### src/rtl/gpio_bank_pkg.sv
package gpio_bank_pkg;

    localparam int PORT_PINS = 7;
    localparam int REG_W     = 8;
    localparam int ADDR_W    = 8;
    localparam int STRAP_W   = 3;

    localparam logic [ADDR_W-1:0] OFS_IN    = 8'h08;
    localparam logic [ADDR_W-1:0] OFS_OUT   = 8'h09;
    localparam logic [ADDR_W-1:0] OFS_POL   = 8'h0A;
    localparam logic [ADDR_W-1:0] OFS_DIR   = 8'h0B;
    localparam logic [ADDR_W-1:0] OFS_STYLE = 8'h0C;
    localparam logic [ADDR_W-1:0] OFS_STRAP = 8'h0D;

    localparam logic [PORT_PINS-1:0] POL_RST   = 7'h70;
    localparam logic [PORT_PINS-1:0] DIR_RST   = 7'h7F;
    localparam logic [PORT_PINS-1:0] STYLE_RST = 7'h00;

    typedef logic [PORT_PINS-1:0] pin_vec_t;

    typedef enum logic [2:0] {
        SEL_NONE,
        SEL_IN,
        SEL_OUT,
        SEL_POL,
        SEL_DIR,
        SEL_STYLE,
        SEL_STRAP
    } reg_sel_e;

    typedef struct packed {
        pin_vec_t invert;
        pin_vec_t is_input;
        pin_vec_t pulse_mode;
    } port_cfg_t;

    function automatic reg_sel_e decode_sel(input logic [ADDR_W-1:0] a);
        case (a)
            OFS_IN:    return SEL_IN;
            OFS_OUT:   return SEL_OUT;
            OFS_POL:   return SEL_POL;
            OFS_DIR:   return SEL_DIR;
            OFS_STYLE: return SEL_STYLE;
            OFS_STRAP: return SEL_STRAP;
            default:   return SEL_NONE;
        endcase
    endfunction

    function automatic logic [REG_W-1:0] widen(input pin_vec_t v);
        return {{(REG_W-PORT_PINS){1'b0}}, v};
    endfunction

endpackage

### src/rtl/gpio_in_sync.sv
module gpio_in_sync #(
    parameter int WIDTH  = 7,
    parameter int STAGES = 2
) (
    input  logic             clk,
    input  logic             rst,
    input  logic [WIDTH-1:0] d,
    output logic [WIDTH-1:0] q
);
    logic [STAGES-1:0][WIDTH-1:0] chain;

    always_ff @(posedge clk) begin
        if (rst) begin
            chain <= '0;
        end else begin
            chain[0] <= d;
            for (int s = 1; s < STAGES; s++) begin
                chain[s] <= chain[s-1];
            end
        end
    end

    assign q = chain[STAGES-1];
endmodule

### src/rtl/gpio_strap_latch.sv
module gpio_strap_latch #(
    parameter int WIDTH = 7
) (
    input  logic             clk,
    input  logic             rst,
    input  logic             capture_en,
    input  logic [WIDTH-1:0] pins,
    output logic [WIDTH-1:0] latched
);
    // Sampled only while reset is active; no reset term by design.
    logic [WIDTH-1:0] hold_q;

    always_ff @(posedge clk) begin
        if (rst && capture_en) begin
            hold_q <= pins;
        end
    end

    assign latched = hold_q;
endmodule

### src/rtl/gpio_out_bit.sv
module gpio_out_bit #(
    parameter int PULSE_CLKS = 4
) (
    input  logic clk,
    input  logic rst,
    input  logic wr_strobe,
    input  logic wr_bit,
    input  logic pulse_mode,
    output logic data_q
);
    localparam int CNT_W = (PULSE_CLKS > 1) ? $clog2(PULSE_CLKS) : 1;
    localparam logic [CNT_W-1:0] LOAD = CNT_W'(PULSE_CLKS - 1);

    logic [CNT_W-1:0] cnt_q;
    logic             bit_q;

    always_ff @(posedge clk) begin
        if (rst) begin
            bit_q <= 1'b0;
            cnt_q <= LOAD;
        end else if (wr_strobe) begin
            bit_q <= wr_bit;
            cnt_q <= LOAD;
        end else if (!pulse_mode) begin
            cnt_q <= LOAD;
        end else if (bit_q) begin
            if (cnt_q == '0) begin
                bit_q <= 1'b0;
            end else begin
                cnt_q <= cnt_q - 1'b1;
            end
        end
    end

    assign data_q = bit_q;
endmodule

### src/rtl/gpio_regs.sv
module gpio_regs
    import gpio_bank_pkg::*;
(
    input  logic              clk,
    input  logic              rst,
    input  logic [ADDR_W-1:0] addr,
    input  logic [REG_W-1:0]  wdata,
    input  logic              wr,
    input  logic              rd,
    input  pin_vec_t          in_view,
    input  pin_vec_t          out_view,
    input  pin_vec_t          strap_view,
    output port_cfg_t         cfg,
    output logic              out_wr,
    output logic [REG_W-1:0]  rdata
);
    reg_sel_e  sel;
    port_cfg_t cfg_q;
    pin_vec_t  wbits;
    logic      unused_wbits;

    assign sel          = decode_sel(addr);
    assign wbits        = wdata[PORT_PINS-1:0];
    assign unused_wbits = ^wdata[REG_W-1:PORT_PINS];
    assign out_wr       = wr && (sel == SEL_OUT);

    always_ff @(posedge clk) begin
        if (rst) begin
            cfg_q.invert     <= POL_RST;
            cfg_q.is_input   <= DIR_RST;
            cfg_q.pulse_mode <= STYLE_RST;
        end else if (wr) begin
            case (sel)
                SEL_POL:   cfg_q.invert     <= wbits;
                SEL_DIR:   cfg_q.is_input   <= wbits;
                SEL_STYLE: cfg_q.pulse_mode <= wbits;
                default:   ;
            endcase
        end
    end

    always_ff @(posedge clk) begin
        if (rst) begin
            rdata <= '0;
        end else if (rd) begin
            case (sel)
                SEL_IN:    rdata <= widen(in_view);
                SEL_OUT:   rdata <= widen(out_view);
                SEL_POL:   rdata <= widen(cfg_q.invert);
                SEL_DIR:   rdata <= widen(cfg_q.is_input);
                SEL_STYLE: rdata <= widen(cfg_q.pulse_mode);
                SEL_STRAP: rdata <= widen(strap_view);
                default:   rdata <= '0;
            endcase
        end else begin
            rdata <= '0;
        end
    end

    assign cfg = cfg_q;
endmodule

### src/rtl/gpio_port_bank.sv
module gpio_port_bank
    import gpio_bank_pkg::*;
#(
    parameter int PULSE_CLKS  = 4,
    parameter int SYNC_STAGES = 2
) (
    input  logic                 clk,
    input  logic                 rst,
    input  logic [ADDR_W-1:0]    bus_addr,
    input  logic [REG_W-1:0]     bus_wdata,
    input  logic                 bus_wr,
    input  logic                 bus_rd,
    output logic [REG_W-1:0]     bus_rdata,
    input  logic [PORT_PINS-1:0] pad_in,
    output logic [PORT_PINS-1:0] pad_out,
    output logic [PORT_PINS-1:0] pad_oe,
    input  logic                 strap_capture_en,
    output logic [STRAP_W-1:0]   strap_addr
);
    pin_vec_t  pins_sync;
    pin_vec_t  strap_bits;
    pin_vec_t  out_q;
    pin_vec_t  in_view;
    pin_vec_t  pulse_mode_v;
    port_cfg_t cfg;
    logic      out_wr;

    gpio_in_sync #(.WIDTH(PORT_PINS), .STAGES(SYNC_STAGES)) sync_i (
        .clk (clk),
        .rst (rst),
        .d   (pad_in),
        .q   (pins_sync)
    );

    gpio_strap_latch #(.WIDTH(PORT_PINS)) strap_i (
        .clk        (clk),
        .rst        (rst),
        .capture_en (strap_capture_en),
        .pins       (pad_in),
        .latched    (strap_bits)
    );

    assign in_view = (pins_sync ^ cfg.invert) & cfg.is_input;

    gpio_regs regs_i (
        .clk        (clk),
        .rst        (rst),
        .addr       (bus_addr),
        .wdata      (bus_wdata),
        .wr         (bus_wr),
        .rd         (bus_rd),
        .in_view    (in_view),
        .out_view   (out_q),
        .strap_view (strap_bits),
        .cfg        (cfg),
        .out_wr     (out_wr),
        .rdata      (bus_rdata)
    );

    for (genvar g = 0; g < PORT_PINS; g++) begin : g_pin
        gpio_out_bit #(.PULSE_CLKS(PULSE_CLKS)) bit_i (
            .clk        (clk),
            .rst        (rst),
            .wr_strobe  (out_wr),
            .wr_bit     (bus_wdata[g]),
            .pulse_mode (cfg.pulse_mode[g]),
            .data_q     (out_q[g])
        );
    end

    assign pulse_mode_v = cfg.pulse_mode;
    assign pad_out      = out_q ^ cfg.invert;
    assign pad_oe       = ~cfg.is_input;
    assign strap_addr   = strap_bits[STRAP_W-1:0];
endmodule

### config.mk
export PLATFORM = sky130hd
export DESIGN_NAME = gpio_port_bank
export DESIGN_NICKNAME = d
export VERILOG_FILES = /design/src/rtl/gpio_bank_pkg.sv /design/src/rtl/gpio_in_sync.sv /design/src/rtl/gpio_strap_latch.sv /design/src/rtl/gpio_out_bit.sv /design/src/rtl/gpio_regs.sv /design/src/rtl/gpio_port_bank.sv
export SDC_FILE = /design/constraint.sdc
export NUM_CORES = 1
export LEC_CHECK = 0
export CAP_MARGIN = 10
export CORE_MARGIN = 3
export CORE_UTILIZATION = 25
export DETAILED_ROUTE_END_ITERATION = 8
export PLACE_DENSITY = 0.55
export SYNTH_ARGS = -nofsm -noshare
export SYNTH_HDL_FRONTEND = slang
export SYNTH_SLANG_ARGS = --single-unit
export TNS_END_PERCENT = 5
### constraint.sdc
create_clock -name clk -period 4.5 [get_ports clk]
set_clock_uncertainty 0.2 [all_clocks]
set_input_delay 0.9 -clock clk [delete_from_list [all_inputs] [get_ports clk]]
set_output_delay 0.9 -clock clk [all_outputs]
set_load 0.02 [all_outputs]
# Word level (Yosys, flattened, before mapping)
# Index checks and enable logic that the tools add are counted.
# totals
input_bits,28
wordCells,123
regBits,71
# classes
eq_ne,12
add_sub_neg,7
reduce_logical,34
muxes,30
bitwise,19
# op_table
cell,n
equality test 8 x 4 -> 1 bit (second input constant),6
one-hot mux 7 bit (6 select lines),1
two-way mux 1 bit,28
OR reduction 3 bit,7
AND reduction 2 bit,10
one-hot mux 3 bit (6 select lines),1
inverter 1 bit,15
zero test 2 bit,7
nonzero test 2 bit,7
subtractor 2 x 1 -> 2 bit (second input constant),7
XOR 7 bit,2
equality test 3 bit (second input constant),3
bitwise AND 7 bit,1
inverter 7 bit,1
equality test 3 x 2 -> 1 bit (second input constant),2
equality test 3 x 1 -> 1 bit (second input constant),1
logical AND 1 bit,2
OR reduction 2 bit,1

# Logic depth before layout (Yosys ltp)
# logic_depth
depth_word,5
mapped_depth,7
mapped_depth_nobuf,6

# Hierarchy
# From an unflattened synthesis, not the netlist that was laid out.
# hier_totals
cells_unflattened,333
hier_area_um2,3365.7
# modules_own_cells
module,cells_each,area_per_inst_um2,instances
gpio_regs,149,1462.7,1
gpio_out_bit,16,150.1,7
gpio_in_sync,36,460.4,1
gpio_strap_latch,8,216.5,1
gpio_port_bank,28,175.2,1

# Worst setup path after synthesis
# Ideal clock, no wire load.
# synth_timing
path_kind,input to register
start,in bus_addr[7]
end,reg g_pin[2].bit_i.bit_q
slack_ns,1.725
n_path_buf,3
cell_stages,7
t_arrival_ns,2.444
cell_sequence,or4_4 > buf_6 > or4_4 > buf_6 > buf_6 > nand3_2 > a21oi_1
# synth_via
elab_chain_len,5
word_cells_on_any_way,11
classes_between,eq/ne (7); mux (2); reduce/logical (2)
# synth_rtl
element,line,rtl
"start, declared",gpio_port_bank.sv:9,"input logic [ADDR_W-1:0] bus_addr,"
equality test 8 x 4 -> 1 bit,gpio_bank_pkg.sv:38,case (a)
one-hot mux 3 bit (6 select lines) *,gpio_bank_pkg.sv:38,
equality test 3 x 2 -> 1 bit *,gpio_regs.sv:25,assign out_wr = wr && (sel == SEL_OUT);
logical AND 1 bit *,gpio_regs.sv:25,
two-way mux 1 bit / nonzero test 2 bit (equally long branches),--,
"end signal, assigned",gpio_out_bit.sv:22,bit_q <= wr_bit;
"end, declared",gpio_out_bit.sv:15,logic bit_q;
# Every way passes the cells marked *; elsewhere a longest branch is shown, timed or not.
# A chain may end at the register's enable or synchronous reset.

# Worst setup path in the final report
# layout_timing
start,in bus_addr[2]
end,reg regs_i.cfg[6] (netlist name)
# layout_via
elab_chain_len,4
word_cells_on_any_way,9
classes_between,eq/ne (7); mux (1); reduce/logical (1)
# layout_rtl
element,line,rtl
equality test 8 x 4 -> 1 bit,gpio_bank_pkg.sv:38,
one-hot mux 3 bit (6 select lines) *,gpio_bank_pkg.sv:38,
equality test 3 bit *,gpio_regs.sv:33,case (sel)
AND reduction 2 bit (no line) *,--,
# Marked as above.

==> flow_metrics.tcl <==
set metrics [dict create \
    dp.cells 545 \
    synth_seq_cells 70 \
    min_period_ns 3.06 \
    htreeDepth 3 \
    layout.cells.non_filler 561 \
    synth_compound_area_share_pct 8.51 \
    wl_per_cell_um 13.2 \
    grt-ovfl-total 0 \
    synth_fp_nets 377 \
    clock_sinks 70 \
    portBuffers 50 \
    dp_hpwl_um 5440 \
    synth_xor_area_share_pct 4.12 \
    gp_congestion 0.759 \
    finalWirelength_um 7390 \
    status "complete, no violations" \
    ioPinCount 53 \
    yosysSeqAreaShare_pct 46.1 \
    drc 0 \
    cp.arrival_ns 3.05 \
    hold_violations 0 \
    path_clk_slew_ns 0.05 \
    grt_max_degree 40 \
    power_density_nw_per_um2 358 \
    drt_iter0_drc 99 \
    antenna_found_initial 0 \
    tightest_slew_ns 0.856 \
    slew-limit-headroom_pct 42.5 \
    syn_area_sq_um 3190 \
    setup_violations 0 \
    synth_cells 342 \
    dr.pass1.iters 4 \
    syn_area_per_cell_sq_um 9.33 \
    dr_total_vias 2414 \
    yosys.area_share.simple_pct 24.2 \
    endpoint_kind "register" \
    cts_tree "built" \
    clockRootBuffer "clkbuf_16" \
    final_common_cell "dfxtp_1" \
    cts_buffers 9 \
    post_drt_via_cell_ratio 4.30 \
    die_y_um 119 \
    synth_edf_count 7 \
    startpoint_type "input pin" \
    power.leakage_nw 1.71 \
    rsz0062_at_grt "false" \
    layout-drive-gt1-share_pct 9.16 \
    die-area_sq_um 14200 \
    start_util_pct 26.0 \
    antennaDiodeCount 0 \
    cts_hold_buf 0 \
    ys.warnings.count 0 \
    synth_top_family_by_area "simple AND/OR/NAND/NOR gates" \
    ant_nets 0 \
    path_class "input pin to register" \
    clk_path_buf_depth 2 \
    yosys_most_used_dff "dfxtp_1" \
    maxSlewViolCount 0 \
    rows 40 \
    period_share_pct 68.1 \
    area_growth_pct 29.6 \
    post_cts_resized 0 \
    final_nets 423 \
    maxCapViolCount 0 \
    fmax_ghz 0.326 \
    hold_path.class "register to register" \
    grt_use_total_pct 11.0 \
    die_w_um 119 \
    synthAdderAreaFrac_pct 2.75 \
    final_cell_mix "dfxtp_1, clkdlybuf4s50_1, nor2b_1" \
    cts_setup_buffers 0 \
    crit_required_ns 4.49 \
    synth-async-reset-ratio_pct 0 \
    synth_cell_types 35 \
    synth.mux.area_fraction_pct 7.76 \
    path_max_fanout 13 \
    clock_latency_ns 0.33 \
    grt_pass1_vias 2409 \
    peakVddDrop_uv 212 \
    finalSetupTns_ns 0 \
    grt_pass1_wl_um 12300 \
    core_sq_um 12300 \
]
final cells by class:
cell class	count	area (sq um)
Sequential cell	70	1470
Tap cell	168	210
Timing Repair Buffer	55	533
Multi-Input combinational cell	228	1520
Clock inverter	6	85.1
Inverter	24	90.1
Fill cell	1254	8130
Clock buffer	10	229
state kept, by name (all words and copies together), names as in the netlist:
name and cells:
sync_i.chain 7, g_pin.bit_i.data_q 7, sync_i.q 7, strap_i.latched 7, regs_i.cfg 21, regs_i.rdata 7, g_pin.bit_i.cnt_q 14
cell usage after synthesis, types with 2 or more instances:
cell / instances / area, sq um
dfxtp_1: 63 / 1260
nor2b_1: 32 / 200
nand2_1: 29 / 109
nor2_1: 25 / 93.8
a21oi_1: 24 / 120
inv_1: 24 / 90.1
nand3_1: 19 / 95.1
mux2i_1: 18 / 180
o21ai_0: 13 / 65.1
nor3_1: 10 / 50.1
xnor2_1: 8 / 70.1
clkbuf_1: 7 / 26.3
edfxtp_1: 7 / 210
ha_1: 7 / 87.6
xor2_1: 7 / 61.3
a221o_1: 6 / 60.1
mux2_2: 6 / 67.6
nor4bb_1: 6 / 60.1
buf_1: 5 / 18.8
buf_4: 4 / 30.0
buf_6: 3 / 33.8
nor4_4: 3 / 63.8
nand2b_1: 2 / 12.5
nand3_2: 2 / 20.0
or4_4: 2 / 22.5
final timing paths:
check / end / slack [ns] / start / depth (start not counted)
worst min register to register: sync_i.q[6] / 0.23 / sync_i.chain[6] / 1
worst min-delay path: sync_i.q[6] / 0.23 / sync_i.chain[6] / 1
worst max-delay path: regs_i.cfg[6] / 1.44 / bus_addr[2] / 5
worst max register to register: regs_i.rdata[6] / 3.01 / regs_i.cfg[20] / 4
worst max-delay path, cell delays in order:
cell	delay [ns]
clkdlybuf4s50_1	0.88
or3b_2	0.53
nor3_4	0.44
mux2i_1	0.24
nor2_1	0.05
per-layer routing:
layer / share of wire [%] / vias up / wire length [um] / global-route usage (%)
met5: 0 / - / 0 / 0
met4: 1.7 / 0 / 122 / 4.13
met3: 3.2 / 9 / 235 / 2.56
met2: 46 / 36 / 3400 / 17.2
met1: 49 / 1118 / 3630 / 14.7
li1: - / 1251 / - / -
cell families after synthesis:
group,Yosys count
AO/OA/AOI/OAI,46
XOR/XNOR,15
adder cells (fa/ha/maj),7
buffers and inverters,44
flip-flops,70
multiplexers,24
other,1
AND/OR/NAND/NOR,135
power breakdown:
part           leakage, nW  total [W]  internal [W]  switching [W]
Clock                0.157   0.000746      0.000484       0.000262
Combinational        0.972  0.0000882     0.0000436      0.0000446
Sequential           0.577   0.000646      0.000641     0.00000473
through the flow:
step / instance area (sq um) / total power (W) / hold slack [ns] / setup slack, ns / utilization [%]
2_1_floorplan: 3190 / 0.000709 / 0.203 / 1.72 / -
3_3_place_gp: 3820 / 0.000747 / 0.220 / 1.10 / 31.2
3_5_place_dp: 3820 / 0.000748 / 0.223 / 1.10 / 31.2
4_1_cts: 4130 / 0.00149 / 0.236 / 1.44 / 33.7
5_1_grt: 4130 / 0.00153 / 0.256 / 1.32 / 33.7
6_report: 4130 / 0.00148 / 0.232 / 1.44 / 33.7
Power figures use the tool's default switching activity.
